==> src/rtl/burst_shift_pkg.sv <==
package burst_shift_pkg;

   typedef enum logic {
      PH_IDLE = 1'b0,
      PH_RUN  = 1'b1
   } phase_t;

   function automatic int cnt_bits(input int n);
      return (n < 2) ? 1 : $clog2(n);
   endfunction

endpackage

==> src/rtl/burst_seq.sv <==
module burst_seq
   import burst_shift_pkg::*;
#(
   parameter int WIDTH = 4
) (
   input  logic clk,
   input  logic rst,
   input  logic start,
   output logic load,
   output logic shift,
   output logic busy
);
   localparam int CNT_W = cnt_bits(WIDTH);
   localparam logic [CNT_W-1:0] LAST = CNT_W'(WIDTH - 1);

   phase_t           phase_q;
   logic [CNT_W-1:0] done_q;

   always_ff @(posedge clk or posedge rst) begin
      if (rst) begin
         phase_q <= PH_IDLE;
         done_q  <= '0;
      end else begin
         case (phase_q)
            PH_IDLE: begin
               if (start) begin
                  phase_q <= PH_RUN;
                  done_q  <= '0;
               end
            end
            PH_RUN: begin
               if (done_q == LAST) begin
                  phase_q <= PH_IDLE;
                  done_q  <= '0;
               end else begin
                  done_q  <= done_q + 1'b1;
               end
            end
            default: phase_q <= PH_IDLE;
         endcase
      end
   end

   always_comb begin
      load  = (phase_q == PH_IDLE) && start;
      shift = (phase_q == PH_RUN);
      busy  = (phase_q == PH_RUN);
   end

endmodule

==> src/rtl/shift_core.sv <==
module shift_core #(
   parameter int WIDTH = 4
) (
   input  logic             clk,
   input  logic             rst,
   input  logic             load,
   input  logic             shift,
   input  logic [WIDTH-1:0] par_in,
   input  logic             ser_in,
   output logic             ser_out
);
   logic [WIDTH-1:0] bits_q;

   for (genvar i = 0; i < WIDTH; i++) begin : g_bit
      logic feed;
      if (i == 0) begin : g_head
         assign feed = ser_in;
      end else begin : g_chain
         assign feed = bits_q[i-1];
      end

      always_ff @(posedge clk or posedge rst) begin
         if (rst)        bits_q[i] <= 1'b0;
         else if (load)  bits_q[i] <= par_in[i];
         else if (shift) bits_q[i] <= feed;
      end
   end

   assign ser_out = bits_q[WIDTH-1];

endmodule

==> src/rtl/burst_shifter.sv <==
module burst_shifter #(
   parameter int WIDTH = 4
) (
   input  logic             clk,
   input  logic             rst,
   input  logic             start,
   input  logic [WIDTH-1:0] par_in,
   input  logic             ser_in,
   output logic             ser_out,
   output logic             busy
);
   if (WIDTH < 2) begin : g_bad_width
      $error("burst_shifter: WIDTH must be at least 2");
   end

   logic load;
   logic shift;

   burst_seq #(.WIDTH(WIDTH)) u_seq (
      .clk   (clk),
      .rst   (rst),
      .start (start),
      .load  (load),
      .shift (shift),
      .busy  (busy)
   );

   shift_core #(.WIDTH(WIDTH)) u_core (
      .clk     (clk),
      .rst     (rst),
      .load    (load),
      .shift   (shift),
      .par_in  (par_in),
      .ser_in  (ser_in),
      .ser_out (ser_out)
   );

endmodule

==> config.mk <==
export PLATFORM = sky130hd
export DESIGN_NAME = burst_shifter
export DESIGN_NICKNAME = d
export VERILOG_FILES = /design/src/rtl/burst_shift_pkg.sv /design/src/rtl/burst_seq.sv /design/src/rtl/shift_core.sv /design/src/rtl/burst_shifter.sv
export SDC_FILE = /design/constraint.sdc
export NUM_CORES = 1
export LEC_CHECK = 0
export ABC_AREA = 1
export BUFFER_PORTS_ARGS = -buffer_cell sky130_fd_sc_hd__buf_4
export CAP_MARGIN = 10
export CELL_PAD_IN_SITES_DETAIL_PLACEMENT = 0
export CELL_PAD_IN_SITES_GLOBAL_PLACEMENT = 1
export CORE_AREA = 2 2 39 41
export CTS_CLUSTER_DIAMETER = 40
export CTS_CLUSTER_SIZE = 25
export DETAILED_ROUTE_END_ITERATION = 10
export DIE_AREA = 0 0 41 43
export HOLD_SLACK_MARGIN = 0.06
export PLACE_DENSITY_LB_ADDON = 0.1
export SYNTH_ARGS = -nofsm -noshare
export SYNTH_HDL_FRONTEND = slang
export SYNTH_HIERARCHICAL = 1
export SYNTH_SLANG_ARGS = --single-unit
==> constraint.sdc <==
create_clock -name clk -period 1.7 [get_ports clk]
set_input_delay 0.34 -clock clk [delete_from_list [all_inputs] [get_ports clk]]
set_output_delay 0.34 -clock clk [all_outputs]
set_load 0.05 [all_outputs]
Word level (Yosys, flattened, before mapping):

Index checks and enable logic that the tools add are counted.

* bits in registers: 7
* word-level logic and storage cells: 26

* reductions and logical operators: 2
* bitwise logic cells: 1
* multiplexer cells: 14
* eq/ne operators: 2
* add/subtract/negate cells: 1

Operators with widths (number)
* $mux 1: 10
* $mux 2: 2
* $pmux 2 s2: 1
* $add 2x1->2 const B: 1
* $eq 2x2->1 const B: 1
* $ne 2x2->1 const B: 1
* $pmux 1 s2: 1
* $reduce_bool 2->1: 1
* $logic_and 1x1->1: 1
* $not 1->1: 1

Longest topological paths before layout:

Gate-level depths: netlist of the first run.

* word-level depth: 3
* gate-level depth with buffers: 5
* depth with buffers taken out: 5

Cells and area by module:

The synthesis of the first run kept the hierarchy.

Modules (own cells, without submodules)
* shift_core: area an instance 181.4 sq um, sequential area each 100.1 sq um, cells each 23, instances 1
* burst_seq: area an instance 151.4 sq um, sequential area each 75.1 sq um, cells each 19, instances 1

Worst setup path before layout of the first run:

No wires, ideal clock.

* kind: reg2reg
* start point: register u_seq.phase_q, in the netlist u_seq/busy
* end point: register u_core.bits_q[3], in the netlist u_core/ser_out
* cell stages (with the launch flop): 5
* setup slack: 0.383 ns
* clock period less this slack: 1.317 ns
* required time: 1.631 ns
* arrival time: 1.249 ns
* cells stage by stage: dfrtp_1 nor2_1 nor2_1 nand2_1 nand3_1

* word-level cells in the longest chain between the ends: 3

Ends and longest elaborated chain
* start: declaration: RTL line burst_seq.sv:16 `phase_t phase_q;`
* start signal: assignment: RTL line burst_seq.sv:21 `phase_q <= PH_IDLE;`
* start signal: assignment: RTL line burst_seq.sv:27 `phase_q <= PH_RUN;`
* start signal: assignment: RTL line burst_seq.sv:33 `phase_q <= PH_IDLE;`
* $not 1->1 (*): RTL line burst_seq.sv:45 `load = (phase_q == PH_IDLE) && start;`
* $logic_and 1x1->1 (*): RTL line burst_seq.sv:45
* net load: RTL line burst_shifter.sv:16 `logic load;`
* $mux 1 or $reduce_bool 2->1 (tied branches)
* end signal: indexed assignment: RTL line shift_core.sv:24 `else if (load) bits_q[i] <= par_in[i];`
* end: declaration: RTL line shift_core.sv:12 `logic [WIDTH-1:0] bits_q;`

The timed path passes the listed nets; every way through them passes the cells marked *.
A chain may end at the register's enable or synchronous reset.

Worst setup path after layout of the first run:

* start point: register u_seq.phase_q, in the netlist u_seq/busy
* end point: output port busy

RTL lines
* end: declaration: RTL line burst_shifter.sv:10 `output logic busy`

No word-level cell between the ends.

==> summary.md, run 1 <==
| Metric | Value |
|---|---|
| Antenna diode count | 0 |
| Remaining DRCs | 0 |
| Share of power burned in registers | 41.2% |
| Leakage power | 0.238 nW |
| Design area | 449 um2 |
| Dominant cell type by area after synthesis | dfrtp_1 |
| Clock Tree Root | clkbuf_4 |
| WHS Path Cells | 3 |
| WHS Endpoint | u_core/g_bit[3].feed$_DFFE_PP0P_ |
| Critical-path cell list | buf_4 |
| Worst hold path type | in -> reg |
| Max-slew headroom | 76.9% |
| Net Sw Frac | 41.7% |
| Synthesis-stage register bit count | 7 |
| Slew Viols, Final | 0 |
| CP max-delay cell | dfrtp_1 |
| Syn Area/Cell | 7.92 um2 |
| Via count | 297 |
| Placed Instance Area | 413 um2 |
| Worst setup SP type | register |
| Drt pass-1 iters | 2 |
| Slew @ Worst Pin | 0.346 ns |
| Crit-path max FO | 12 |
| Layout cells sized above 1 | 23.6% |
| Peak supply drop | 0.000610 V |
| Combinational fraction of design power | 40.2% |
| Die ar. | 1760 um2 |
| Worst-path clk slew | 0.05 ns |
| Seq/Total Area, Yosys | 52.6% |
| Total power | 0.000788 W |
| Power Density | 1750 nW/um2 |
| Routed wire length | 671 um |
| Final Core Density | 32.5% |
| Yosys cell types | 9 |
| Core Region | 1380 um2 |
| Overall Global Routing Usage | 10.0% |
| Leading post-synthesis cells by cell area | dfrtp_1 53%, nand2_1 17%, nand3_1 12% |
| Worst setup path class | reg -> out |
| CTS tree | yes |
| Initial antenna violation count | 0 |
| CP top delay family | flip-flops |
| Reg2reg path depth | 4 |
| Number of DRC markers in iteration 0 | 1 |
| CTS resizes | 0 |
| Post-DRT Antenna Nets | 0 |
| Post-layout min period | 1.40 ns |
| Post-synth top area share | 52.6% |
| Fin nets | 65 |
| Worst R2R Setup Slack | 0.42 ns |
| Vias per cell | 4.18 |
| Synthesized area | 333 um2 |
| Sw power | 0.000329 W |
| F_max | 716 MHz |
| CP Data Arrival Time | 1.06 ns |
| Min Hold Slack | 0.316 ns |
| Wire length per cell | 9.45 um |
| Routability-driven placement congestion ratio | 0.654 |
| Hold_sp | par_in[2] |
| Clock Latency Late Sink | 0.24 ns |
| CTS Sinks | 7 |
| Slowest cell delay on critical path | 0.54 ns |
| Clk_skew | 0.00164 ns |
| Clock Power Share | 18.7% |
| Final setup fails | 0 |
| Largest net degree at the start of global routing | 13 |
| Synthesis warning total | 6 |
| Critical Path RT | 1.36 ns |
| Die width | 41 um |
| Die Span Y | 43 um |
| Cell Int Power | 0.000459 W |
| Final Hold Fails | 0 |
| Congestion Overflow GR | 0 |
| I/O pin cnt | 10 |
| Synthesized net count | 51 |
| Synthesized instance count | 42 |
| CP endpoint kind | primary output |
| Reg2reg end | u_core/g_bit[1].feed$_DFFE_PP0P_ |
| H-tree depth | 1 |
| Syn-to-layout area delta | 35.0% |
| Initial Util | 24.1% |
| Max Cap Violations | 0 |
| Port Buf Inserts | 9 |
| Fin crit share | 82.1% |
| Status | completed |
| CP bufs+invs | 1 |
| # rows | 14 |
| Setup TNS | 0 ns |
| First-pass GRT wire length | 1100 um |
| CTS Buffer Depth | 2 |
| Unrepaired setup endpoints after global routing | no |
| CTS buffer count | 3 |
| Reg2Reg Launch Point | u_seq/busy$_DFF_PP0_ |
| Vias in the first global route | 290 |
==> power groups by stage <==
stage	Sequential [W]	Clock [W]	Combinational (W)
final	0.000324	0.000147	0.000316
after global routing	0.000340	0.000167	0.000359
after CTS	0.000327	0.000153	0.000322
after detailed placement	0.000329	0	0.000319
after global placement	0.000326	0	0.000317
after floorplan	0.000380	0	0.000186
==> area by class of cell <==
| type | count | area (um2) |
|---|---|---|
| clock buffers | 4 | 26.3 |
| fillers | 162 | 935 |
| inverters | 5 | 18.8 |
| multi-input cells | 29 | 131 |
| flip-flops and latches | 7 | 175 |
| well taps | 16 | 20.0 |
| repair buffers | 10 | 77.6 |
==> metal layers <==
layer | up-vias | share of wire [%] | track usage (%)
met5 | - | 0 | 0
met4 | 0 | 0 | 8.00
met3 | 0 | 4.2 | 3.14
met2 | 4 | 56 | 16.3
met1 | 135 | 40 | 9.51
li1 | 158 | - | -
==> worst max-delay path by stage <==
stage,cells past startpoint,end,slack (ns),startpoint
CTS,1,busy,0.29,u_seq/busy$_DFF_PP0_
floorplan,4,u_core/ser_out$_DFFE_PP0P_,0.38,u_seq/busy$_DFF_PP0_
finish,1,busy,0.30,u_seq/busy$_DFF_PP0_
detailed placement,4,u_core/g_bit[1].feed$_DFFE_PP0P_,0.42,u_seq/busy$_DFF_PP0_
global placement,4,u_core/g_bit[3].feed$_DFFE_PP0P_,0.47,u_seq/busy$_DFF_PP0_
global route,1,busy,0.24,u_seq/busy$_DFF_PP0_
==> stage by stage <==
| stage | std cells | setup WS, ns |
|---|---|---|
| floorplan | 42 | 0.383 |
| global placement | 66 | 0.471 |
| detailed placement | 66 | 0.419 |
| CTS | 71 | 0.291 |
| global route | 71 | 0.243 |
| finish | 71 | 0.304 |
==> repair_timing <==
item | 4_1_cts | 5_1_grt
hold buffers | 1 | 0
hold endpoints to repair | 7 | 0
buffers inserted | 0 | 0
==> flip-flops by register name (all words and copies together) (netlist names) <==
register           count
u_core/g_bit.feed      3
u_core/ser_out         1
u_seq/busy             1
u_seq/done_q           2
==> cells by family (layout without fill, tap and decap cells) <==
kind of cell / after synthesis / count (layout) / synth area share [%]
flip-flops: 7 / 7 / 52.6
AO/OA/AOI/OAI: 1 / 1 / 1.50
adder cells (fa/ha/maj): 1 / 1 / 3.76
buffers and inverters: 6 / 19 / 7.90
AND/OR/NAND/NOR: 27 / 27 / 34.2
==> worst min-delay path, stage by stage <==
cell     delay, ns
buf_4         0.08
nand2_1       0.04
nand3_1       0.07
==> Yosys cell counts <==
library cell and instances:
o21ai_0 1, nand2_1 15, buf_4 1, inv_1 5
nor2_1 3, ha_1 1, dfrtp_1 7, nand3_1 8
nor2_2 1
==> cells in the final DEF, fill, tap and decap left out <==
cell type and count:
nand2_1 15, buf_4 9, nand3_1 8, dfrtp_1 7, inv_1 5, clkbuf_4 3, nor2_1 3, clkbuf_1 1
dlygate4sd3_1 1, nor2_2 1, o21ai_0 1, ha_1 1
Power figures use the tool's default switching activity.
==> inputs of run 2 (changes only) <==
--- a/config.mk
+++ b/config.mk
@@ -5,7 +5,7 @@
 export SDC_FILE = /design/constraint.sdc
 export NUM_CORES = 1
 export LEC_CHECK = 0
-export ABC_AREA = 1
+export ABC_AREA = 0
 export BUFFER_PORTS_ARGS = -buffer_cell sky130_fd_sc_hd__buf_4
 export CAP_MARGIN = 10
 export CELL_PAD_IN_SITES_DETAIL_PLACEMENT = 0
==> constraint.sdc (replaced) <==
create_clock -name clk -period 1.2 [get_ports clk]
set_input_delay 0.24 -clock clk [delete_from_list [all_inputs] [get_ports clk]]
set_output_delay 0.24 -clock clk [all_outputs]
set_load 0.05 [all_outputs]
==> run 2 against run 1 <==
Against the previous run:
- design area grew 1.4%
- critical path depth did not move
- clock skew rose by 0.0039 ns
- area after synthesis did not move
- worst setup slack lost 0.21 ns
- core utilization rose by 0.45 points
- sequential cell count unchanged
- largest cell class unchanged
- non-clock buffer count up 2
- clock power is 52% higher
- combinational power rose by 72%
- synthesized cell count shrank 24%
==> summary.md, run 2 <==
| Metric | Value |
|---|---|
| Status | completed |
| Core Region | 1380 um2 (unchanged) |
| Leading post-synthesis cells by cell area | dfrtp_1 53%, mux2i_1 12%, o21ai_1 6.0% |
| Number of DRC markers in iteration 0 | 7 (+6) |
| Seq/Total Area, Yosys | 52.6% (unchanged) |
| Die ar. | 1760 um2 (unchanged) |
| CP endpoint kind | primary output |
| Clock Tree Root | clkbuf_4 |
| Synthesis warning total | 6 (unchanged) |
| Wire length per cell | 10.7 um (+13%) |
| Slew Viols, Final | 0 (unchanged) |
| Number of flops mapped to enable cells by yosys | 0 (unchanged) |
| CTS tree | yes |
| # rows | 14 (unchanged) |
| Slew @ Worst Pin | 0.133 ns (-0.213 ns) |
| Via count | 269 (-9.4%) |
| Max reg flops | 3 (unchanged) |
| Final Hold Fails | 0 (unchanged) |
| Max-slew headroom | 90.9% (+14 points) |
| CP max-delay cell | dfrtp_2 |
| Final instance count without filler cells | 62 (-13%) |
| Syn Area/Cell | 10.4 um2 (+31%) |
| Initial Util | 24.1% (unchanged) |
| Critical-path cell list | buf_4 |
| Leakage power | 0.236 nW (-0.96%) |
| CTS Buffer Depth | 2 (unchanged) |
| Max Cap Violations | 0 (unchanged) |
| Die Span Y | 43 um (unchanged) |
| Fin crit share | 91.9% |
| Placed insts | 56 (-15%) |
| Reg2reg path depth | 5 (+1) |
| Setup TNS | 0 ns (unchanged) |
| Post-synth top area share | 52.6% (unchanged) |
| Synthesized area | 333 um2 (unchanged) |
| Most common cell in the netlist | dfrtp_1 |
| CTS buffer count | 3 (unchanged) |
| Synthesized net count | 41 (-20%) |
| Drt pass-1 iters | 4 (+2) |
| Largest net degree at the start of global routing | 11 (-2) |
| Worst-path clk slew | 0.06 ns (about the same) |
| Post-layout min period | 1.10 ns |
| Reg2Reg Launch Point | u_seq/busy$_DFF_PP0_ |
| CP Data Arrival Time | 0.86 ns (-0.20 ns) |
| CP bufs+invs | 1 (unchanged) |
| WHS Path Cells | 2 (-1) |
| Worst setup path class | reg -> out |
| Clk_skew | 0.00556 ns (+0.00392 ns) |
| Async S/R FF share, synth | 100% (unchanged) |
| I/O pin cnt | 10 (unchanged) |
| F_max | 907 MHz |
| Commonest non-fill, non-tap cell in the layout | buf_4 |
| Layout cells sized above 1 | 34.8% (+11 points) |
| Design area | 455 um2 (+1.4%) |
| Routed wire length | 664 um (-1.0%) |
| Hold_sp | start |
| Post-DRT Antenna Nets | 0 (unchanged) |
| Critical Path RT | 0.96 ns (-0.40 ns) |
| Routability-driven placement congestion ratio | 0.562 (-14%) |
| H-tree depth | 1 (unchanged) |
| Clock Latency Late Sink | 0.26 ns (+0.02 ns) |
| Unrepaired setup endpoints after global routing | no |
| Die width | 41 um (unchanged) |
| Congestion Overflow GR | 0 (unchanged) |
| Synthesis-stage register bit count | 7 (unchanged) |
| Reg2reg end | u_core/g_bit[2].feed$_DFFE_PP0P_ |
| Crit-path max FO | 2 (-10) |
| Antenna diode count | 0 (unchanged) |
| Dominant cell type by area after synthesis | dfrtp_1 |
| Vias in the first global route | 273 (-5.9%) |
| Top FF cell, synth | dfrtp_1 |
| Peak supply drop | 0.00112 V (+83%) |
| Synthesized instance count | 32 (-24%) |
| Placed Instance Area | 410 um2 (-0.61%) |
| Vias per cell | 4.34 (+3.7%) |
| First-pass GRT wire length | 1220 um (+11%) |
| Port Buf Inserts | 9 (unchanged) |
| Worst setup SP type | register |
| Remaining DRCs | 0 (unchanged) |
| Overall Global Routing Usage | 11.8% (+1.8 points) |
| CTS Sinks | 7 (unchanged) |
| Yosys cell types | 13 (+4) |
| Fin nets | 56 (-14%) |
| Slowest cell delay on critical path | 0.41 ns (-0.13 ns) |
| Top cells by instance count after synthesis | 7 x dfrtp_1, 4 x mux2i_1, 4 x nand2_1, 4 x o21ai_1, 3 x inv_1 |
| # fillers | 155 (-4.3%) |
| Power Density | 2630 nW/um2 (+50%) |
| Initial antenna violation count | 0 (unchanged) |
| Syn-to-layout area delta | 36.8% |
| Final setup fails | 0 (unchanged) |
| CP top delay family | flip-flops |
| WHS Endpoint | u_seq/done_q[0]$_DFFE_PP0P_ |
| Worst hold path type | in -> reg |
| Most frequent cells in the layout | 11 x buf_4, 6 x dfrtp_1, 4 x mux2i_1, 4 x nand2_1, 4 x o21ai_1 |
| Worst R2R Setup Slack | 0.17 ns (-0.25 ns) |
==> run 2: where the power goes <==
group	internal (W)	switching [W]	total, W
logic	0.000239	0.000303	0.000543
registers	0.000360	0.0000711	0.000431
clock network	0.000122	0.000101	0.000223
total	0.000722	0.000475	0.00120
==> run 2: area by class of cell <==
type	count	area, um2	share of cell area [%]
flip-flops and latches	7	176	38.7
clock inverters	1	5.00	1.10
multi-input cells	20	128	28.0
repair buffers	12	92.6	20.3
inverters	3	11.3	2.47
clock buffers	3	22.5	4.95
well taps	16	20.0	4.40
==> run 2: what timing repair did <==
action                     CTS  global route
resized for setup            0             0
setup buffers                1             0
hold buffers                 1             0
setup endpoints to repair    1             0
hold endpoints to repair     7             0
==> run 2: kinds of logic after synthesis <==
logic type	Yosys count	share of synthesized area, %
flops	7	52.6
simple gates	8	10.5
buf+inv	5	9.02
compound gates	7	12.0
mux	4	12.0
fa+ha+maj	1	3.76
==> run 2: routing by layer <==
metal | up-vias | global-route usage (%) | part of all wire [%]
li1 | 132 | - | -
met1 | 125 | 11.8 | 34
met2 | 9 | 15.9 | 55
met3 | 3 | 7.85 | 7.2
met4 | 0 | 10.0 | 3.8
met5 | - | 0 | 0
==> run 2: through the flow <==
stage                     power [W]  hold WS (ns)  setup WS, ns  utilization, %
final                       0.00120         0.177        0.0970            32.9
after CTS                   0.00123         0.165        0.0830            32.9
after global placement     0.000933         0.132         0.206            29.7
after floorplan            0.000857      -0.00642        0.0238               -
after global routing        0.00132         0.170        0.0559            32.9
after detailed placement   0.000957         0.135         0.183            29.7
==> run 2: worst max-delay path by stage <==
| stage | cells past startpoint | startpoint | slack, ns | to |
|---|---|---|---|---|
| after floorplan | 4 | u_seq/busy$_DFF_PP0_ | 0.02 | u_core/ser_out$_DFFE_PP0P_ |
| final | 1 | u_seq/busy$_DFF_PP0_ | 0.1 | busy |
| after detailed placement | 2 | u_seq/done_q[0]$_DFFE_PP0P_ | 0.18 | u_seq/done_q[1]$_DFFE_PP0P_ |
| after CTS | 1 | u_seq/busy$_DFF_PP0_ | 0.08 | busy |
| after global placement | 2 | u_seq/done_q[0]$_DFFE_PP0P_ | 0.21 | u_seq/done_q[1]$_DFFE_PP0P_ |
| after global routing | 1 | u_seq/busy$_DFF_PP0_ | 0.06 | busy |
